### src/rtl/mand_pkg.sv
package mand_pkg;
  localparam int NUM_PROD = 4;
  localparam int STEP_W   = $clog2(NUM_PROD);

  typedef enum logic [1:0] {
    ST_IDLE = 2'd0,
    ST_PROD = 2'd1,
    ST_FOLD = 2'd2,
    ST_DONE = 2'd3
  } mand_state_t;

  // Step index bit 0 picks the a-share, bit 1 picks the b-share:
  // step 0: a0&b0, 1: a1&b0, 2: a0&b1, 3: a1&b1.
  function automatic logic a_pick(input logic [STEP_W-1:0] step);
    return step[0];
  endfunction

  function automatic logic b_pick(input logic [STEP_W-1:0] step);
    return step[1];
  endfunction
endpackage

### src/rtl/mand_seq.sv
module mand_seq
  import mand_pkg::*;
(
  input  logic              clk,
  input  logic              rst,
  input  logic              start,
  output logic              load_en,
  output logic              prod_en,
  output logic              fold_en,
  output logic [STEP_W-1:0] step,
  output logic              busy,
  output logic              done
);
  mand_state_t       state_q, state_d;
  logic [STEP_W-1:0] step_q;
  logic              last_step;
  logic              done_q;

  assign last_step = (step_q == STEP_W'(NUM_PROD-1));
  assign load_en   = (state_q == ST_IDLE) && start;
  assign prod_en   = (state_q == ST_PROD);
  assign fold_en   = (state_q == ST_FOLD);
  assign step      = step_q;
  assign busy      = (state_q != ST_IDLE);
  assign done      = done_q;

  always_comb begin
    state_d = state_q;
    unique case (state_q)
      ST_IDLE: if (start) state_d = ST_PROD;
      ST_PROD: state_d = ST_FOLD;
      ST_FOLD: state_d = last_step ? ST_DONE : ST_PROD;
      ST_DONE: state_d = ST_IDLE;
      default: state_d = ST_IDLE;
    endcase
  end

  always_ff @(posedge clk) begin
    if (rst) begin
      state_q <= ST_IDLE;
      step_q  <= '0;
      done_q  <= 1'b0;
    end else begin
      state_q <= state_d;
      done_q  <= fold_en && last_step;
      if (load_en)
        step_q <= '0;
      else if (fold_en)
        step_q <= step_q + 1'b1;
    end
  end

  // done is a single-cycle pulse
  p_done_pulse_r7: assert property (@(posedge clk) disable iff (rst)
    done |=> !done);

  // done only follows the fold of the last product
  p_done_after_last_r7: assert property (@(posedge clk) disable iff (rst)
    $rose(done) |-> $past(fold_en) && $past(step_q) == STEP_W'(NUM_PROD-1));

  // no new operation can be accepted while busy
  p_no_restart_r8: assert property (@(posedge clk) disable iff (rst)
    busy |-> !load_en);
endmodule

### src/rtl/mand_prod.sv
module mand_prod
  import mand_pkg::*;
#(
  parameter int WIDTH = 32
) (
  input  logic              clk,
  input  logic              rst,
  input  logic              load_en,
  input  logic              prod_en,
  input  logic              fold_en,
  input  logic [STEP_W-1:0] step,
  input  logic [WIDTH-1:0]  a0,
  input  logic [WIDTH-1:0]  a1,
  input  logic [WIDTH-1:0]  b0,
  input  logic [WIDTH-1:0]  b1,
  output logic [WIDTH-1:0]  tmp,
  output logic [WIDTH-1:0]  a_held [2],
  output logic [WIDTH-1:0]  b_held [2]
);
  logic [WIDTH-1:0] a_in [2];
  logic [WIDTH-1:0] b_in [2];
  logic [WIDTH-1:0] a_sh [2];
  logic [WIDTH-1:0] b_sh [2];
  logic [WIDTH-1:0] tmp_q;
  logic [WIDTH-1:0] prod_d;

  assign a_in[0] = a0;
  assign a_in[1] = a1;
  assign b_in[0] = b0;
  assign b_in[1] = b1;

  for (genvar s = 0; s < 2; s++) begin : g_share
    always_ff @(posedge clk) begin
      if (rst) begin
        a_sh[s] <= '0;
        b_sh[s] <= '0;
      end else if (load_en) begin
        a_sh[s] <= a_in[s];
        b_sh[s] <= b_in[s];
      end
    end
    assign a_held[s] = a_sh[s];
    assign b_held[s] = b_sh[s];
  end

  // Only one registered share pair feeds this cone in any cycle.
  assign prod_d = a_sh[a_pick(step)] & b_sh[b_pick(step)];

  always_ff @(posedge clk) begin
    if (rst)
      tmp_q <= '0;
    else if (load_en || fold_en)
      tmp_q <= '0;
    else if (prod_en)
      tmp_q <= prod_d;
  end

  assign tmp = tmp_q;

  // the temporary register is zero whenever a new product is written
  p_tmp_zero_before_prod_r6: assert property (@(posedge clk) disable iff (rst)
    prod_en |-> tmp_q == '0);

  // held operand shares change only at an accepted start
  p_ops_hold_r8: assert property (@(posedge clk) disable iff (rst)
    !load_en |=> $stable(a_sh[0]) && $stable(a_sh[1]) &&
                 $stable(b_sh[0]) && $stable(b_sh[1]));
endmodule

### src/rtl/mand_acc.sv
module mand_acc #(
  parameter int WIDTH = 32
) (
  input  logic             clk,
  input  logic             rst,
  input  logic             load_en,
  input  logic             prod_en,
  input  logic             fold_en,
  input  logic [WIDTH-1:0] rnd,
  input  logic [WIDTH-1:0] tmp,
  output logic [WIDTH-1:0] y0,
  output logic [WIDTH-1:0] y1
);
  logic [WIDTH-1:0] y0_q;
  logic [WIDTH-1:0] y1_q;

  always_ff @(posedge clk) begin
    if (rst) begin
      y0_q <= '0;
      y1_q <= '0;
    end else if (load_en) begin
      y0_q <= rnd;
      y1_q <= rnd;
    end else if (fold_en) begin
      y1_q <= y1_q ^ tmp;
    end
  end

  assign y0 = y0_q;
  assign y1 = y1_q;

  // y0 keeps the drawn random word between accepted starts
  p_y0_hold_r3: assert property (@(posedge clk) disable iff (rst)
    !load_en |=> $stable(y0_q));

  // a product-forming edge leaves y1 untouched
  p_y1_quiet_prod_r6: assert property (@(posedge clk) disable iff (rst)
    prod_en |=> $stable(y1_q));
endmodule

### src/rtl/masked_and_seq.sv
module masked_and_seq
  import mand_pkg::*;
#(
  parameter int WIDTH = 32
) (
  input  logic             clk,
  input  logic             rst,
  input  logic             start,
  input  logic [WIDTH-1:0] a0,
  input  logic [WIDTH-1:0] a1,
  input  logic [WIDTH-1:0] b0,
  input  logic [WIDTH-1:0] b1,
  input  logic [WIDTH-1:0] rnd,
  output logic [WIDTH-1:0] y0,
  output logic [WIDTH-1:0] y1,
  output logic             busy,
  output logic             done
);
  logic              load_en, prod_en, fold_en;
  logic [STEP_W-1:0] step;
  logic [WIDTH-1:0]  tmp;
  logic [WIDTH-1:0]  a_held [2];
  logic [WIDTH-1:0]  b_held [2];

  mand_seq u_seq (
    .clk     (clk),
    .rst     (rst),
    .start   (start),
    .load_en (load_en),
    .prod_en (prod_en),
    .fold_en (fold_en),
    .step    (step),
    .busy    (busy),
    .done    (done)
  );

  mand_prod #(.WIDTH(WIDTH)) u_prod (
    .clk     (clk),
    .rst     (rst),
    .load_en (load_en),
    .prod_en (prod_en),
    .fold_en (fold_en),
    .step    (step),
    .a0      (a0),
    .a1      (a1),
    .b0      (b0),
    .b1      (b1),
    .tmp     (tmp),
    .a_held  (a_held),
    .b_held  (b_held)
  );

  mand_acc #(.WIDTH(WIDTH)) u_acc (
    .clk     (clk),
    .rst     (rst),
    .load_en (load_en),
    .prod_en (prod_en),
    .fold_en (fold_en),
    .rnd     (rnd),
    .tmp     (tmp),
    .y0      (y0),
    .y1      (y1)
  );

  // recombined output equals the AND of the recombined held operands
  p_result_r4: assert property (@(posedge clk) disable iff (rst)
    done |-> (y0 ^ y1) == ((a_held[0] ^ a_held[1]) & (b_held[0] ^ b_held[1])));
endmodule

### config.mk
export PLATFORM = sky130hd
export DESIGN_NAME = masked_and_seq
export DESIGN_NICKNAME = d
export VERILOG_FILES = /design/src/rtl/mand_pkg.sv /design/src/rtl/mand_seq.sv /design/src/rtl/mand_prod.sv /design/src/rtl/mand_acc.sv /design/src/rtl/masked_and_seq.sv
export SDC_FILE = /design/constraint.sdc
export NUM_CORES = 1
export LEC_CHECK = 0
export ABC_CLOCK_PERIOD_IN_PS = 2800
export BUFFER_PORTS_ARGS = -buffer_cell sky130_fd_sc_hd__buf_2
export CAP_MARGIN = 20
export CELL_PAD_IN_SITES_DETAIL_PLACEMENT = 1
export CELL_PAD_IN_SITES_GLOBAL_PLACEMENT = 1
export CORE_MARGIN = 2
export CORE_UTILIZATION = 39
export DETAILED_ROUTE_END_ITERATION = 6
export HOLD_SLACK_MARGIN = 0.02
export PLACE_DENSITY = 0.82
export SLEW_MARGIN = 5
export SYNTH_ARGS = -nofsm -noshare
export SYNTH_HDL_FRONTEND = slang
export SYNTH_HIERARCHICAL = 1
export SYNTH_SLANG_ARGS = --single-unit
### constraint.sdc
create_clock -name clk -period 2.8 [get_ports clk]
set_clock_uncertainty 0.15 [all_clocks]
set_input_delay 0.42 -clock clk [delete_from_list [all_inputs] [get_ports clk]]
set_output_delay 0.42 -clock clk [all_outputs]
set_load 0.05 [all_outputs]
# Yosys cells after proc, flatten, opt, wreduce, memory -nomap -nowiden
# Memories as Yosys holds them, arrays and structs flattened. A register that Yosys moved wholly into a read port is not among the register bits.
# Cells that the tools add are included.
# classes
multipliers	0
div_mod_pow	0
n_reduce_logical	8
bitwise	6
n_lt_le_gt_ge	0
n_addsub	1
n_eq_ne	5
muxes	18
shift	0
# ops
op	count
two-way mux 32 bit	6
AND 32 bit	1
bitwise XOR 32 bit	1
two-way mux 1 bit	9
one-hot mux 2 bit (4 select lines)	1
equality test 2 bit, second input constant	3
two-way mux 2 bit	2
OR 1 bit	4
nonzero test 2 bit	2
OR reduction 2 bit	2
adder 2 x 1 -> 2 bit, second input constant	1
equality test 2 x 1 -> 1 bit, second input constant	1
logical AND 1 bit	2
zero test 2 bit	1
inequality test 2 bit, second input constant	1
logical OR 1 bit	1
# word_totals
out_inout_bits	66
inputBits	163
latch_bits	0
ram_bits	128
mem_bits_ro	0
mem_count	2
regBits	101
# mem_list
name	depth	word_bits	read_ports	rd_clocked_by_memory_dff	write_ports	line	source
u_prod.a_sh	2	32	1	1	2	mand_prod.sv:22	logic [WIDTH-1:0] a_sh [2];
u_prod.b_sh	2	32	1	1	2	mand_prod.sv:23	logic [WIDTH-1:0] b_sh [2];

# Longest topological paths before layout
# Gate-level depths: netlist of run 1.
# logic_depth
depth_word	6
depth_mapped	7
ltp_nobuf	4

# Hierarchy
# The synthesis of run 1 kept the hierarchy.
# modules_own_cells
module	area_each_um2	cells_per_inst	n_inst
mand_prod	6725.2	450	1
mand_acc	3104.2	284	1
mand_seq	219.0	23	1

# Worst setup path after synthesis of run 1
# OpenSTA, ideal clock, no wires.
# synth_timing
kind	flip-flop to flip-flop
start	register u_seq.state_q[1]
end	memory u_prod.a_sh[0][0] (enable)
stages_incl_launch_ff	4
required_ns	2.217
n_path_buf	0
arrival_time_ns	2.684
setup_slack_ns	-0.468
setup_time_ns	0.433
cell_sequence	dfxtp_1 -> or2_1 -> nor2_1 -> or2_2
# synth_lines
item	line	source
start: declaration	mand_seq.sv:14	mand_state_t state_q, state_d;
start signal: assignment	mand_seq.sv:44	state_q <= state_d;
end: declaration	mand_prod.sv:22	

# Worst setup path in the final report of run 1
# layout_timing
start	register u_seq.state_q[0]
end	register u_acc.y1_q[3], in the netlist u_acc/y1[3]
# layout_between
elab_chain_len	3
word_cells_on_any_way	5
cone_classes	1 x eq/ne; 1 x mux; 3 x reduce/logical
# layout_lines
item	line	source
zero test 2 bit *	mand_seq.sv:20	assign load_en = (state_q == ST_IDLE) && start;
logical AND 1 bit *	mand_seq.sv:20	
named net load_en	masked_and_seq.sv:19	logic load_en, prod_en, fold_en;
two-way mux 32 bit or nonzero test 2 bit (tied branches)	n/a	
end signal: assignment	mand_acc.sv:23	y1_q <= rnd;
end signal: assignment	mand_acc.sv:25	y1_q <= y1_q ^ tmp;
end: declaration	mand_acc.sv:15	logic [WIDTH-1:0] y1_q;
# Mark *: on every way through the listed nets, which the timed path passes. The rest lies on a longest branch.
# A chain may end at the register's enable or synchronous reset.

==> results.cfg, run 1 <==
[logic_synthesis]
avgSynthCellArea_sq_um = 13.3
synth_top_area_cell = edfxtp_1
synthFlopType = edfxtp_1
yosysTopAreaCellShare_pct = 38.3
synth_cells = 757
syn_area_sq_mm = 0.0100
synthDistinctLibCells = 32
synth_area_leaders = edfxtp_1, dfxtp_1, mux2i_1
syn_nets = 921
ys_seq_elements = 229
synth-edff-count = 128
async_flop_share_pct = 0
yosysSeqAreaShare_pct = 58.4
ys_warn_count = 6

[clock_tree]
clkSinkCount = 229
cts_max_level = 1
tritoncts = done
cts_buffer_depth = 3
cts.clk_slew.worst_paths_ns = 0.06
cts_made_buffers = 26
clk_latency_ns = 0.53
cts_root_buf = clkbuf_16

[sta]
finalMaxSlewViolations = 0
hold_viol = 0
max_freq_mhz = 385
worst_pin_slew_ns = 1.07
fin_ws_ns = 0.206
setup_tns_ns = 0
holdWs_ns = 0.0356
fin_crit_ns = 2.59
grt_setup_unrepaired = false
finalCritPeriodShare_pct = 92.7
setup_viol_count_final = 0
slew_headroom_pct = 28.6

[layout]
fin_cells = 1417
drive_above_1_share_pct = 32.4
fillers = 2608
final_cell_area_sq_mm = 0.0132
area_delta_synth_final_pct = 31.0
nets = 1231
fin_util_pct = 52.1

[floorplanning]
dieArea_sq_mm = 0.0271
start_util_pct = 39.8
core_sq_mm = 0.0253
pin_count = 229
placement_rows = 58
die_h_um = 165
die_w_um = 165

[pwr]
p_per_area_mw_per_mm2 = 626
totalPowerFinal_mw = 8.24
ir_drop_uv = 361
leakage_nw = 5.31

[setup_path]
setup.worst_path.end_class = register
crit_type = register to register
worstPathRequired_ns = 3.12
path_cells = or2_1 > nor2_4 > buf_4 > and4b_1 > a2111oi_2 > dlygate4sd3_1
cp_slowest_cell = dlygate4sd3_1
cp_max_fo = 49
path_buf_inv = 2
start_kind = register
cp.arrival_ns = 2.92
crit_path_max_incr_delay_ns = 0.60
crit_family = buffers and inverters

[drt]
vias_per_cell = 5.03
totalWireLength_mm = 28.0
wire_per_inst_um = 19.8
drc = 0
vias = 7124
firstDrtPassIters = 4
ant_nets = 0
first_iter_violations = 433

[grt]
grt_pass1_vias = 7802
overflow = 0
antenna_found_initial = 2
grt_max_degree = 80
grt_pass1_wl_mm = 42.5
track_usage_pct = 20.4

[placement]
gp_congestion = 0.770
io_buffer_count = 228
place_hpwl_mm = 17.4
place_area_sq_mm = 0.0114
dp_worst_setup_slack_ns = 0.384
dp_cells = 1272

[run]
maxCapViolCount = 0

[run_status]
outcome = complete, no violations

[min_path]
hold_path_class = input port to register
-- cell usage after synthesis, types with 10 or more instances --
library cell,instances
edfxtp_1,128
nor2_1,35
a2111oi_2,32
buf_2,18
a211oi_1,32
dfxtp_1,101
and2_1,128
buf_6,10
inv_1,66
mux2i_1,96
o32ai_2,30
clkbuf_1,19
and4b_1,30
-- worst paths after layout --
kind	from	to	slack [ns]	depth (start not counted)
hold reg to reg	u_acc/y0[28]	u_acc/y0[28]	0.34	2
setup / recovery	u_seq/state_q[0]	u_acc/y1[3]	0.21	6
hold / removal	a0[18]	u_prod/a_sh[0][18]	0.04	2
setup reg to reg	u_seq/state_q[0]	u_acc/y1[3]	0.21	6
-- final cells by class --
cell class / instances / area, sq um / area share, %
Sequential cell: 229 / 5870 / 44.6
Clock inverter: 9 / 41.3 / 0.314
Timing Repair Buffer: 340 / 2250 / 17.1
Multi-Input combinational cell: 404 / 3600 / 27.3
Inverter: 66 / 248 / 1.88
Clock buffer: 37 / 743 / 5.64
Antenna cell: 2 / 5.00 / 0.0380
Tap cell: 330 / 413 / 3.14
-- repair_timing --
item,CTS,global route
hold endpoints to repair,114,0
hold buffers,97,0
buffers inserted,0,0
gates resized for setup,0,0
setup endpoints to repair,0,0
-- sequential cells by signal, summed over array words and instances, names as in the netlist --
signal / count
u_acc/y0: 32
u_acc/y1: 32
u_prod/a_sh: 64
u_prod/b_sh: 64
u_prod/tmp: 32
u_seq/done: 1
u_seq/state_q: 2
u_seq/step: 2
-- routing by layer --
layer,global-route usage [%],up-vias,wire (um)
li1,-,3364,-
met3,3.99,70,1460
met5,0,-,0
met2,37.2,215,14500
met4,7.94,0,971
met1,23.6,3475,11000
-- cells in the final DEF (no fill, tap or decap) --
cell type	count
dlygate4sd3_1	97
a2111oi_2	32
buf_12	2
nand2b_1	3
or4_2	1
o32ai_1	2
dfxtp_2	2
nor2_4	1
or4b_2	1
buf_2	227
nand3b_1	1
nor2_1	34
clkinv_1	3
nor2b_1	1
and4b_2	2
or2_4	1
or2_1	1
a211oi_1	32
clkbuf_8	3
clkbuf_16	27
o2bb2ai_1	2
o21ba_2	1
diode_2	2
nor2b_4	2
and4b_1	30
clkbuf_1	7
buf_4	14
clkinv_2	6
mux2i_1	96
a21oi_1	1
ha_1	1
edfxtp_1	128
inv_1	66
o32ai_2	30
and2_1	128
dfxtp_1	99
and2b_1	1
-- cell families (layout without fill, tap and decap cells) --
logic type	after synthesis	count (layout)	synth area share [%]
DFF	229	229	58.4
and+or+nand+nor	207	207	13.3
buffers and inverters	124	452	6.08
AOI/OAI and AO/OA	100	100	12.5
muxes	96	96	9.56
adders and majority gates	1	1	0.124
other	0	2	0
-- report_power, final --
group	switching (mW)	internal, mW	leakage (nW)
registers	0.106	3.81	2.21
logic	0.730	0.439	2.71
clock network	1.33	1.83	0.391
No activity file was read; power rests on OpenSTA's default activity.
==> run 2, diff against run 1 <==
==> constraint.sdc (replaced) <==
create_clock -name clk -period 2.8 [get_ports clk]
set_clock_uncertainty 0.15 [all_clocks]
set_input_delay 0.28 -clock clk [delete_from_list [all_inputs] [get_ports clk]]
set_output_delay 0.28 -clock clk [all_outputs]
set_load 0.05 [all_outputs]
==> run 2 against run 1 <==
Net effect: wire length grew 13%; combinational power grew 8%; final area increased by 5.7%; maximum frequency grew 11%; worst hold slack improved by 0.30 ns; first-iteration DRC count shrank 6.5%; register-to-register slack improved by 0.25 ns; sequential cell count unchanged; non-clock buffer count up 67; core utilization rose by 3.0 points; critical path depth fell by 2; largest power group unchanged.
==> results.cfg, run 2 (synthesized netlist as in run 1, its figures left out) <==
[clock_tree]
clkSinkCount = 229
cts.clk_slew.worst_paths_ns = 0.06
tritoncts = done
cts_made_buffers = 26
post_cts_buffers = 0
cts_root_buf = clkbuf_16
clk_latency_ns = 0.53
cts_resized = 0
cts_max_level = 1
cts_buffer_depth = 3

[floorplanning]
pin_count = 229
die_w_um = 165
start_util_pct = 39.8
die_h_um = 165
dieArea_sq_mm = 0.0271
core_sq_mm = 0.0253
placement_rows = 58

[drt]
totalWireLength_mm = 31.7
vias = 7576
first_iter_violations = 405
vias_per_cell = 5.09
drc = 0
ant_nets = 0
wire_per_inst_um = 21.3
firstDrtPassIters = 7

[setup_path]
cp.arrival_ns = 2.60
crit_type = register to register
path_buf_inv = 1
start_kind = register
crit_path_max_incr_delay_ns = 0.58
regToRegStartpoint = u_seq/state_q[1]
path_cells = nor2b_4 > buf_4 > a211oi_1 > a2111oi_2
r2r_end = u_acc/y1[2]
crit_family = compound AO/OA/AOI/OAI gates
cp_slowest_cell = nor2b_4
worstPathRequired_ns = 3.05
setup.worst_path.end_class = register
r2r_cells = 4
rrSetupSlack_ns = 0.45
cp_max_fo = 40

[layout]
drive_above_1_share_pct = 30.8
nets = 1298
mostFrequentLayoutCells = buf_2, dlygate4sd3_1, and2_1, edfxtp_1, dfxtp_1
final_common_cell = buf_2
fillers = 2621
top_regs = u_prod/a_sh (64), u_prod/b_sh (64)
fin_util_pct = 55.1
regArea_sq_mm = 0.00587
multi_input_area_sq_mm = 0.00360
area_delta_synth_final_pct = 38.5

[sta]
setup_viol_count_final = 0
finalCritPeriodShare_pct = 83.8
setup_tns_ns = 0
max_freq_mhz = 426
grt_setup_unrepaired = false
hold_viol = 0
worst_pin_slew_ns = 0.704
slew_headroom_pct = 53.0
finalMaxSlewViolations = 0
fin_crit_ns = 2.35

[grt]
grt_pass1_vias = 8478
track_usage_pct = 23.1
grt_pass1_wl_mm = 47.3
grt_max_degree = 95
antenna_found_initial = 4
overflow = 0

[placement]
io_buffer_count = 228
gp_congestion = 0.752
place_hpwl_mm = 17.7

[min_path]
whs_endpoint = u_prod/tmp[26]
worstHoldStart = u_prod/tmp[26]
hold_depth = 2
hold_path_class = register to register

[pwr]
p_per_area_mw_per_mm2 = 619
ir_drop_uv = 438
leakage_nw = 5.62

[run_status]
outcome = complete, no violations

[run]
maxCapViolCount = 0
run 2: layout make-up:
type | instances | area share [%]
Clock buffer | 38 | 5.67
Inverter | 66 | 1.78
Antenna cell | 5 | 0.0899
Timing Repair Buffer | 407 | 21.0
Multi-Input combinational cell | 404 | 25.8
Sequential cell | 229 | 42.2
Tap cell | 330 | 2.97
Clock inverter | 10 | 0.521
run 2: where the power goes:
group / switching, mW / total [mW] / internal [mW]
registers: 0.114 / 3.92 / 3.80
clock network: 1.39 / 3.43 / 2.04
logic: 0.764 / 1.26 / 0.500
total: 2.27 / 8.61 / 6.34
run 2: what timing repair did:
action / CTS / global route
hold buffers: 162 / 0
setup endpoints to repair: 0 / 0
endpoints found under the hold margin: 195 / 0
run 2: worst reg2reg max path, stage by stage (launching register included):
cell and delay [ns]:
dfxtp_1 0.38, nor2b_4 0.58, buf_4 0.50, a211oi_1 0.23, a2111oi_2 0.38
run 2: per-layer routing:
metal	wire length (um)	track usage (%)	part of all wire, %	up-vias
met4	1860	12.9	5.9	0
met3	1610	4.42	5.1	105
met1	11400	24.4	36	3691
met5	0	0	0	-
li1	-	-	-	3512
met2	16800	42.8	53	268
run 2: worst max path at each step:
stage	slack, ns	startpoint	depth (start not counted)	endpoint
floorplan	0.16	u_seq/state_q[1]	3	u_prod/a_sh[0][0]
global placement	0.68	u_seq/state_q[0]	5	u_prod/tmp[24]
detailed placement	0.57	u_seq/state_q[0]	5	u_prod/tmp[24]
CTS	0.56	u_seq/state_q[0]	5	u_prod/tmp[24]
global route	0.31	u_seq/state_q[1]	4	u_acc/y1[2]
finish	0.45	u_seq/state_q[1]	4	u_acc/y1[2]
run 2: per-stage QoR:
step / power (mW) / instance area [sq um] / hold WS [ns] / std cells / worst slack [ns]
final: 8.61 / 13900 / 0.338 / 1489 / 0.454
after floorplan: 4.69 / 10100 / 0.199 / 757 / 0.161
after global placement: 4.99 / 11400 / 0.318 / 1274 / 0.676
after detailed placement: 5.04 / 11400 / 0.333 / 1274 / 0.567
after CTS: 8.59 / 13900 / 0.342 / 1484 / 0.556
after global routing: 8.90 / 13900 / 0.356 / 1489 / 0.313
